==> src/rtl/lsw_pkg.sv <==
`timescale 1ns/1ps
// Package: shared widths, command and switch vector types, shutdown modes.
// Assumes commands and enables are active high.
package lsw_pkg;
    localparam int CMD_W = 3;
    localparam int SW_W  = 5;
    localparam int SD_W  = 2;

    typedef struct packed {
        logic ring;
        logic tin;
        logic tout;
    } cmd_t;

    typedef struct packed {
        logic brk;
        logic ring;
        logic rtest;
        logic tin;
        logic tout;
    } sw_t;

    typedef enum logic [SD_W-1:0] {
        SD_PROTECT = 2'b00,
        SD_NOPROT  = 2'b01,
        SD_OFF_A   = 2'b10,
        SD_OFF_B   = 2'b11
    } sd_mode_e;

    localparam sw_t SW_OFF = '0;
endpackage

==> src/rtl/lsw_cmd_hold.sv <==
`timescale 1ns/1ps
// Hold register for the command vector.
// Captures d on every edge where hold_en is sampled low and keeps q while hold_en is high.
// Assumes a synchronous active-low reset that clears the held value to all-low.
module lsw_cmd_hold #(
    parameter int W = 3
) (
    input  logic         clk,
    input  logic         rst_n,
    input  logic         hold_en,
    input  logic [W-1:0] d,
    output logic [W-1:0] q
);
    // Capture when transparent, keep when holding.
    always_ff @(posedge clk) begin
        if (!rst_n) begin
            q <= '0;
        end else if (!hold_en) begin
            q <= d;
        end
    end
endmodule

==> src/rtl/lsw_decode.sv <==
`timescale 1ns/1ps
// Fixed command-to-switch map, purely combinational.
// The map never turns break on together with another group; combination 101 turns everything off.
module lsw_decode
    import lsw_pkg::*;
(
    input  cmd_t cmd,
    output sw_t  sw
);
    // Translate the held command triple into switch-group enables.
    always_comb begin
        sw = SW_OFF;
        unique case ({cmd.ring, cmd.tin, cmd.tout})
            3'b000: sw.brk  = 1'b1;
            3'b001: sw.tout = 1'b1;
            3'b010: sw.tin  = 1'b1;
            3'b100: sw.ring = 1'b1;
            3'b110: sw.rtest = 1'b1;
            3'b011: begin
                sw.tin  = 1'b1;
                sw.tout = 1'b1;
            end
            3'b111: begin
                sw.rtest = 1'b1;
                sw.tout  = 1'b1;
            end
            3'b101: sw = SW_OFF;
            default: sw = SW_OFF;
        endcase
    end
endmodule

==> src/rtl/lsw_out_stage.sv <==
`timescale 1ns/1ps
// Output stage: applies the shutdown/thermal override, then registers each enable.
// The override bypasses the hold register, so it takes effect one edge after it is applied.
// Assumes therm_fault is already synchronous to clk.
module lsw_out_stage
    import lsw_pkg::*;
#(
    parameter int N = SW_W
) (
    input  logic          clk,
    input  logic          rst_n,
    input  logic [N-1:0]  dec,
    input  logic [SD_W-1:0] sd_mode,
    input  logic          therm_fault,
    output logic [N-1:0]  q
);
    logic         force_off;
    logic [N-1:0] nxt;

    // Work out whether any override forces all groups off.
    always_comb begin
        force_off = sd_mode[1] || ((sd_mode == SD_PROTECT) && therm_fault);
        nxt       = force_off ? '0 : dec;
    end

    // One flop for each enable, all updating on the same edge.
    for (genvar i = 0; i < N; i++) begin : g_bit
        always_ff @(posedge clk) begin
            if (!rst_n) q[i] <= 1'b0;
            else        q[i] <= nxt[i];
        end
    end
endmodule

==> src/rtl/line_switch_ctrl.sv <==
`timescale 1ns/1ps
// Top: line switch state control. Commands -> hold register -> decoder -> override + output flops.
// Command latency is two edges; override latency is one edge.
module line_switch_ctrl
    import lsw_pkg::*;
(
    input  logic       clk,
    input  logic       rst_n,
    input  logic       cmd_ring,
    input  logic       cmd_tin,
    input  logic       cmd_tout,
    input  logic       hold_en,
    input  logic [1:0] sd_mode,
    input  logic       therm_fault,
    output logic       sw_break,
    output logic       sw_ring,
    output logic       sw_rtest,
    output logic       sw_tin,
    output logic       sw_tout
);
    cmd_t            cmd_in;
    logic [CMD_W-1:0] held_bits;
    cmd_t            held;
    sw_t             dec;
    logic [SW_W-1:0] sw_q;
    sw_t             sw_s;

    // Pack the command pins into one vector.
    always_comb begin
        cmd_in.ring = cmd_ring;
        cmd_in.tin  = cmd_tin;
        cmd_in.tout = cmd_tout;
        held        = cmd_t'(held_bits);
        sw_s        = sw_t'(sw_q);
    end

    lsw_cmd_hold #(.W(CMD_W)) u_hold (
        .clk     (clk),
        .rst_n   (rst_n),
        .hold_en (hold_en),
        .d       (cmd_in),
        .q       (held_bits)
    );

    lsw_decode u_dec (
        .cmd (held),
        .sw  (dec)
    );

    lsw_out_stage #(.N(SW_W)) u_out (
        .clk         (clk),
        .rst_n       (rst_n),
        .dec         (dec),
        .sd_mode     (sd_mode),
        .therm_fault (therm_fault),
        .q           (sw_q)
    );

    // Unpack the registered enables to the pins.
    always_comb begin
        sw_break = sw_s.brk;
        sw_ring  = sw_s.ring;
        sw_rtest = sw_s.rtest;
        sw_tin   = sw_s.tin;
        sw_tout  = sw_s.tout;
    end
endmodule

==> config.mk <==
export PLATFORM = sky130hd
export DESIGN_NAME = line_switch_ctrl
export DESIGN_NICKNAME = d
export VERILOG_FILES = /design/src/rtl/lsw_pkg.sv /design/src/rtl/lsw_cmd_hold.sv /design/src/rtl/lsw_decode.sv /design/src/rtl/lsw_out_stage.sv /design/src/rtl/line_switch_ctrl.sv
export SDC_FILE = /design/constraint.sdc
export NUM_CORES = 1
export LEC_CHECK = 0
export BUFFER_PORTS_ARGS = -buffer_cell sky130_fd_sc_hd__buf_2
export CAP_MARGIN = 40
export CORE_AREA = 2 2 39 41
export DETAILED_ROUTE_END_ITERATION = 8
export DIE_AREA = 0 0 41 43
export HOLD_SLACK_MARGIN = 0.03
export PLACE_DENSITY = 0.57
export SLEW_MARGIN = 20
export SYNTH_ARGS = -nofsm -noshare
export SYNTH_HDL_FRONTEND = slang
export SYNTH_SLANG_ARGS = --single-unit
==> constraint.sdc <==
create_clock -name clk -period 1.3 [get_ports clk]
set_clock_uncertainty 0.1 [all_clocks]
set_input_delay 0.065 -clock clk [delete_from_list [all_inputs] [get_ports clk]]
set_output_delay 0.065 -clock clk [all_outputs]
set_load 0.03 [all_outputs]
==> results of run 1 <==
[path summary, 6_finish.rpt]
check                                  from  cells past startpoint  slack, ps         end
worst max-delay path             sd_mode[1]                      4        160  u_out.q[0]
worst min-delay path             sd_mode[0]                      3         40  u_out.q[2]
worst max register to register  u_hold.q[2]                      2        340  u_out.q[3]
worst min register to register  u_hold.q[0]                      2        390  u_out.q[0]
[power by group through the flow]
| stage | clock network (W) | registers, W | logic, W |
|---|---|---|---|
| 2_1_floorplan | 0 | 0.000272 | 0.0000314 |
| 3_3_place_gp | 0 | 0.000266 | 0.0000598 |
| 3_5_place_dp | 0 | 0.000267 | 0.0000602 |
| 4_1_cts | 0.000199 | 0.000261 | 0.0000715 |
| 5_1_grt | 0.000211 | 0.000262 | 0.0000780 |
| 6_report | 0.000189 | 0.000261 | 0.0000711 |
[flip-flops by register name, summed over array words and instances, names as in the netlist]
| signal | count |
|---|---|
| u_out.q | 5 |
| u_hold.q | 3 |
[cells in the mapped netlist]
| cell type | instances | area share (%) |
|---|---|---|
| mux2i_1 | 3 | 9.6 |
| dfxtp_1 | 8 | 51 |
| nor2b_1 | 3 | 6.0 |
| nor2b_2 | 1 | 2.8 |
| or2_1 | 1 | 2.0 |
| nor4_1 | 2 | 4.0 |
| inv_2 | 1 | 1.2 |
| inv_1 | 2 | 2.4 |
| a2111oi_4 | 1 | 8.8 |
| nand2b_4 | 1 | 4.4 |
| nor4_2 | 2 | 8.0 |
[cell families after synthesis]
group,Yosys count
AO/OA/AOI/OAI,1
multiplexers,3
buffers and inverters,3
AND/OR/NAND/NOR,10
flip-flops,8
[routing by layer]
metal / share of wire, % / track usage [%] / up-vias
met4: 1.0 / 6.00 / 0
li1: - / - / 130
met5: 0 / 0 / -
met2: 45 / 12.5 / 18
met1: 41 / 9.03 / 115
met3: 13 / 7.85 / 2
[per-stage QoR]
stage | instance area, sq um | hold slack, ps | cells | util (%)
6_report | 472 | 43.0 | 62 | 34.1
5_1_grt | 472 | 64.3 | 62 | 34.1
4_1_cts | 472 | 40.8 | 62 | 34.1
3_5_place_dp | 399 | 224 | 54 | 28.8
3_3_place_gp | 399 | 217 | 54 | 28.8
2_1_floorplan | 314 | 93.2 | 25 | -
[cell type report]
| class | instances | area [sq um] |
|---|---|---|
| timing repair buffer | 18 | 115 |
| tap | 16 | 20.0 |
| clock buffer | 3 | 22.5 |
| fill | 140 | 912 |
| multi-input combinational | 14 | 143 |
| sequential | 8 | 160 |
| inverter | 3 | 11.3 |
[worst reg2reg max path: stages (launching register included)]
cell and delay (ps):
dfxtp_1 460, inv_2 80, nor4_2 240
==> results.cfg, run 1 <==
[clock_tree]
cts.sinks = 8
path_clk_slew_ps = 50
clkLatencyLatePin_ps = 250
cts_setup_buffers = 0
htreeDepth = 1
clock_path_buffers = 2
cts-root-buf = clkbuf_4
numCtsBuffers = 3
cts-resized-gates = 0
cts_tree = done
cts_hold_buffers = 5

[timing]
finalHoldViolCount = 0
tns_ps = 0
tightest_slew_ps = 313
rsz0062_at_grt = no
setup_viol = 0
fin_crit_ps = 1140
setup_ws_ps = 165
final_max_slew_viol_count = 0
fmax_mhz = 881
fin_crit_sh_pct = 87.3
relSlewSlack_pct = 79.0

[global_route]
antenna_found_initial = 0
grt_max_degree = 6
gr-total-overflow = 0
track_usage_pct = 9.25
grt_first_pass_wirelength_mm = 1.01
grt_pass1_vias = 239

[die]
floorplan.initialDensity_pct = 22.7
core_sq_um = 1380
std_cell_rows = 14
die_x_um = 41
io_pins = 14
dieArea_sq_um = 1760
fp.dieH_um = 43

[worst_setup_path]
critPathLaunchType = input port
cp.required_ps = 1350
critPathArrivalTime_ps = 1190
worstPathMaxFanout = 5
cpLargestDelayFamily = buffers and inverters
cp-end-kind = flip-flop
path_cells = dlygate4sd3_1 -> buf_2 -> nand2b_4 -> a2111oi_4
critPathBufInv = 2
criticalPathCategory = in2reg
worst_path_largest_cell_delay_ps = 530
slowest_stage = dlygate4sd3_1

[pwr]
p_int_w = 0.000397
p_leak_nw = 0.206
finalPower_w = 0.000521
worst_ir_drop_vdd_v = 0.000562
swShare_pct = 23.9
p_switching_w = 0.000125
power_frac_clock_pct = 36.2
power_frac_comb_pct = 13.6
power.density_nw_per_um2 = 1110
seq_power_share_pct = 50.1

[placed_design]
pre_cts_ws_ps = 334
gp_congestion = 0.645
hpwl_um = 423
port_buffers = 13

[synth]
yosys.area_share.simple_pct = 27.1
synth_top_family_by_area = simple AND/OR/NAND/NOR gates
synth_warnings = 0
post_synth.cell_area_avg_sq_um = 12.6
synth_seq_area_share_pct = 51.0
synth_nets = 34
syn_inst = 25
synth_xor_area_share_pct = 0
synth_compound_area_share_pct = 8.76
synthDistinctLibCells = 11
ys_ff_latch = 8
synth_mux_area_share_pct = 9.56
synth_fa_ha_area_share_pct = 0
synth_area_sq_um = 314

[run]
maxCapViolCount = 0

[cells_and_area]
nets = 57
layout_common_cells = buf_2 (13), dfxtp_1 (8), dlygate4sd3_1 (5)
areaGrowthSynthToFinish_pct = 50.2
num_antenna_cells = 0
final_common_cell = buf_2
drive_gt1_share_pct = 47.8

[drt]
drtPass1Iterations = 2
vias_per_cell = 4.27
ant_nets = 0
drc = 0
drt_iter0_drc = 2
wire_per_inst_um = 9.73
wirelength_um = 603
vias = 265

[worst_hold_path]
min_path_type = in2reg

[run_status]
status = finished, final reports clean
Note: power is estimated with default switching activity, not from simulation.
==> run 2: changes to the inputs <==
CTS_BUF_LIST = sky130_fd_sc_hd__clkbuf_8   (was not set)
==> results.cfg, run 2 (synthesized netlist as in run 1, its figures left out) <==
[die]
fp.dieH_um = 43
die_x_um = 41
core_sq_um = 1380
floorplan.initialDensity_pct = 22.7
io_pins = 14
dieArea_sq_um = 1760
std_cell_rows = 14

[cells_and_area]
final_area_sq_um = 480
largest_register_ffs = 5
nets = 56
final_common_cell = buf_2
seqCellArea_sq_um = 160
multi_input_area_sq_um = 143
layout_common_cells = buf_2 (13), dfxtp_1 (8), dlygate4sd3_1 (4)
num_antenna_cells = 0
top_register = u_out.q
utilization_pct = 34.7
top_regs = u_out.q x5, u_hold.q x3
fillers = 142
drive_gt1_share_pct = 48.9
areaGrowthSynthToFinish_pct = 53.0

[global_route]
antenna_found_initial = 0
track_usage_pct = 8.44
grt_first_pass_wirelength_um = 938
grt_pass1_vias = 225
gr-total-overflow = 0
grt_max_degree = 6

[timing]
finalHoldViolCount = 0
rsz0062_at_grt = no
tightest_slew_ps = 319
fin_crit_sh_pct = 85.4
fmax_mhz = 901
fin_crit_ps = 1110
tns_ps = 0
whs_ps = 62.7
relSlewSlack_pct = 78.7
final_max_slew_viol_count = 0
setup_viol = 0

[placed_design]
port_buffers = 13
gp_congestion = 0.645
place_area_sq_um = 399
hpwl_um = 423

[worst_hold_path]
hp-start = sd_mode[1]
min_path_type = in2reg

[pwr]
p_leak_nw = 0.209
worst_ir_drop_vdd_v = 0.000492
power.density_nw_per_um2 = 1300

[worst_setup_path]
worstSetupStartpoint = rst_n
cp.required_ps = 1330
worstPathMaxFanout = 5
criticalPathCategory = in2reg
cp-end-kind = flip-flop
critPathLaunchType = input port
critPathArrivalTime_ps = 1140
rr_startpoint = u_hold.q[2]

[drt]
wirelength_um = 575
vias = 260
wire_per_inst_um = 9.43
drc = 0
drt_iter0_drc = 1
ant_nets = 0
drtPass1Iterations = 2
vias_per_cell = 4.26

[run]
maxCapViolCount = 0

[clock_tree]
htreeDepth = 1
cts.sinks = 8
numCtsBuffers = 3
cts-root-buf = clkbuf_8
path_clk_slew_ps = 40
clkLatencyLatePin_ps = 230
clock_path_buffers = 2
cts_tree = done

[run_status]
status = finished, final reports clean
==> run 2: changes by cell type in the layout (fill, tap and decap cells not counted), sizes merged <==
cell | before | now
dlygate4sd3 | 5 | 4
==> run 2: stage by stage <==
step	std cells	total power (W)	setup slack, ps
global route	61	0.000654	117
detailed placement	54	0.000327	334
CTS	61	0.000635	192
floorplan	25	0.000304	410
finish	61	0.000625	190
global placement	54	0.000326	325
==> run 2: worst paths after layout <==
kind / end / cells past startpoint / slack [ps]
hold / removal: u_out.q[3] / 3 / 60
setup / recovery: u_out.q[0] / 4 / 190
hold reg to reg: u_out.q[0] / 2 / 390
setup reg to reg: u_out.q[3] / 2 / 340
==> run 2: layer usage <==
layer / track usage (%) / wire, um / vias to the layer above
met2: 11.3 / 252 / 17
met5: 0 / 0 / -
li1: - / - / 127
met1: 8.71 / 249 / 116
met4: 6.00 / 0 / 0
met3: 6.28 / 73 / 0
==> run 2: layout make-up <==
cell class / count / area share (%)
Timing Repair Buffer: 17 / 21.9
Multi-Input combinational cell: 14 / 29.7
Tap cell: 16 / 4.17
Clock buffer: 3 / 8.59
Sequential cell: 8 / 33.3
Inverter: 3 / 2.34
==> run 2: where the power goes <==
| part | internal (W) | switching [W] |
|---|---|---|
| clock network | 0.000200 | 0.0000935 |
| logic | 0.0000347 | 0.0000341 |
| registers | 0.000256 | 0.00000686 |
| total | 0.000491 | 0.000134 |
==> run 2: worst max-delay path, cell delays in order <==
cell           delay [ps]
dlygate4sd3_1         520
buf_2                 150
nand2b_4               90
a2111oi_4             310
==> run 2: what timing repair did <==
item                                    4_1_cts  5_1_grt
gates resized for setup                       0        0
hold buffers                                  4        0
endpoints found under the hold margin         3        0
buffers inserted                              0        0
endpoints found under the setup margin        0        0
==> run 3: changes to the inputs <==
ABC_AREA = 1   (was not set)
MAX_ROUTING_LAYER = met4   (was not set)
PLACE_DENSITY = 0.56   (was 0.57)
==> results.cfg, run 3 <==
[run_status]
status = finished, final reports clean

[synth]
synth.area.top_cells = dfxtp_1 (52%), nand2_1 (13%), nor2_2 (10%)
syn_inst = 39
synth-async-reset-ratio_pct = 0
yosysMostFrequentCell = nand2_1
synth_common_cells = nand2_1 (11), dfxtp_1 (8), nor2_1 (6)
ys_ff_latch = 8
synth_area_sq_um = 307
synth_nets = 48
synth_flop_cell = dfxtp_1
synth_edf_count = 0
synth_warnings = 0
synth_seq_area_share_pct = 52.2
post_synth.cell_area_avg_sq_um = 7.86
synth_top_area_share_pct = 52.2
synthDistinctLibCells = 9
synth_top_area_cell = dfxtp_1

[placed_design]
port_buffers = 13
dp.cells = 68
hpwl_um = 427
gp_congestion = 0.627

[worst_setup_path]
criticalPathCategory = in2reg
cpLargestDelayFamily = buffers and inverters
worstPathMaxFanout = 5
critPathBufInv = 3
slowest_stage = dlygate4sd3_1
cp-end-kind = flip-flop
cp.required_ps = 1370
worst_path_largest_cell_delay_ps = 520
path_cells = dlygate4sd3_1 -> buf_2 -> inv_2 -> nor2_4 -> nand2_4 -> nor2_2
critPathArrivalTime_ps = 1030
critPathLaunchType = input port

[clock_tree]
numCtsBuffers = 3
cts-root-buf = clkbuf_8
clkLatencyLatePin_ps = 230
htreeDepth = 1
cts_setup_buffers = 0
cts.sinks = 8
clock_path_buffers = 2
cts_tree = done
path_clk_slew_ps = 40

[timing]
tightest_slew_ps = 154
tns_ps = 0
relSlewSlack_pct = 89.8
finalHoldViolCount = 0
whs_ps = 36.2
final_max_slew_viol_count = 0
fin_crit_sh_pct = 74.0
setup_viol = 0
rsz0062_at_grt = no
fmax_mhz = 1040
fin_crit_ps = 962

[drt]
vias_per_cell = 3.77
drtPass1Iterations = 1
drt_iter0_drc = 0
vias = 283
ant_nets = 0
wire_per_inst_um = 7.45
drc = 0
wirelength_um = 559

[cells_and_area]
drive_gt1_share_pct = 40.7
largest_register_ffs = 5
fillers = 147
final_common_cell = buf_2
utilization_pct = 34.2
top_regs = u_out.q x5, u_hold.q x3
multi_input_area_sq_um = 128
seqCellArea_sq_um = 160
areaGrowthSynthToFinish_pct = 54.3
top_register = u_out.q
fin_cells = 75
num_antenna_cells = 0
nets = 70
layout_common_cells = buf_2 (13), nand2_1 (11), dfxtp_1 (8)

[pwr]
seq_power_share_pct = 41.6
power.density_nw_per_um2 = 1330
p_leak_nw = 0.237
power_frac_comb_pct = 11.7
power_frac_clock_pct = 46.7
worst_ir_drop_vdd_v = 0.000350
swShare_pct = 22.2
p_switching_w = 0.000140
p_int_w = 0.000490

[global_route]
use_met1_pct = 6.09
busiest_layer = met4
use_met2_pct = 13.4
grt_pass1_vias = 250
gr-total-overflow = 0
grt_max_degree = 7
track_usage_pct = 8.84
antenna_found_initial = 0
grt_first_pass_wirelength_um = 903
met3_usage_pct = 1.57

[die]
dieArea_sq_um = 1760
core_sq_um = 1380
std_cell_rows = 14
die_x_um = 41
fp.dieH_um = 43
io_pins = 14
floorplan.initialDensity_pct = 22.2

[run]
maxCapViolCount = 0

[worst_hold_path]
min_path_type = in2reg
-- run 3: power by group through the flow --
stage	Clock [W]	Sequential [W]	Combinational (W)
global placement	0	0.000266	0.0000646
floorplan	0	0.000273	0.0000343
finish	0.000294	0.000262	0.0000736
detailed placement	0	0.000266	0.0000658
global route	0.000310	0.000263	0.0000833
CTS	0.000303	0.000262	0.0000748
-- run 3: area by class of cell --
cell class,count,share of cell area [%]
clock buffers,3,8.73
inverters,5,3.97
multi-input cells,26,27.0
flip-flops and latches,8,33.9
well taps,16,4.23
repair buffers,17,22.2
-- run 3: repair_timing --
item | 4_1_cts | 5_1_grt
resized for setup | 0 | 0
hold endpoints to repair | 3 | 0
hold buffers | 4 | 0
-- run 3: cells by family (layout without fill, tap and decap cells) --
group | count (synthesis) | count (layout) | share of synthesized area [%]
buffers and inverters | 5 | 25 | 6.12
DFF | 8 | 8 | 52.2
and+or+nand+nor | 26 | 26 | 41.6
-- run 3: layer usage --
layer	wire, um	vias up
met5	0	-
met4	43	0
met3	47	4
met2	274	9
met1	193	115
li1	-	155
-- run 3: tightest hold or removal path, delay by kind of cell --
family | cells | cell delay [ps]
simple gates | 2 | 130
buf+inv | 1 | 130
-- run 3: path summary, 6_finish.rpt --
kind	startpoint	slack [ps]	cells after the start	end
max	rst_n	340	6	u_out.q[4]
min	hold_en	40	3	u_hold.q[0]
max reg2reg	u_hold.q[1]	510	4	u_out.q[0]
min reg2reg	u_hold.q[0]	350	2	u_out.q[0]
-- run 3: stage by stage --
stage	worst slack [ps]	cell area, sq um	power (W)
finish	338	473	0.000630
global route	272	473	0.000656
CTS	330	473	0.000640
detailed placement	513	392	0.000332
global placement	516	392	0.000330
floorplan	561	307	0.000308
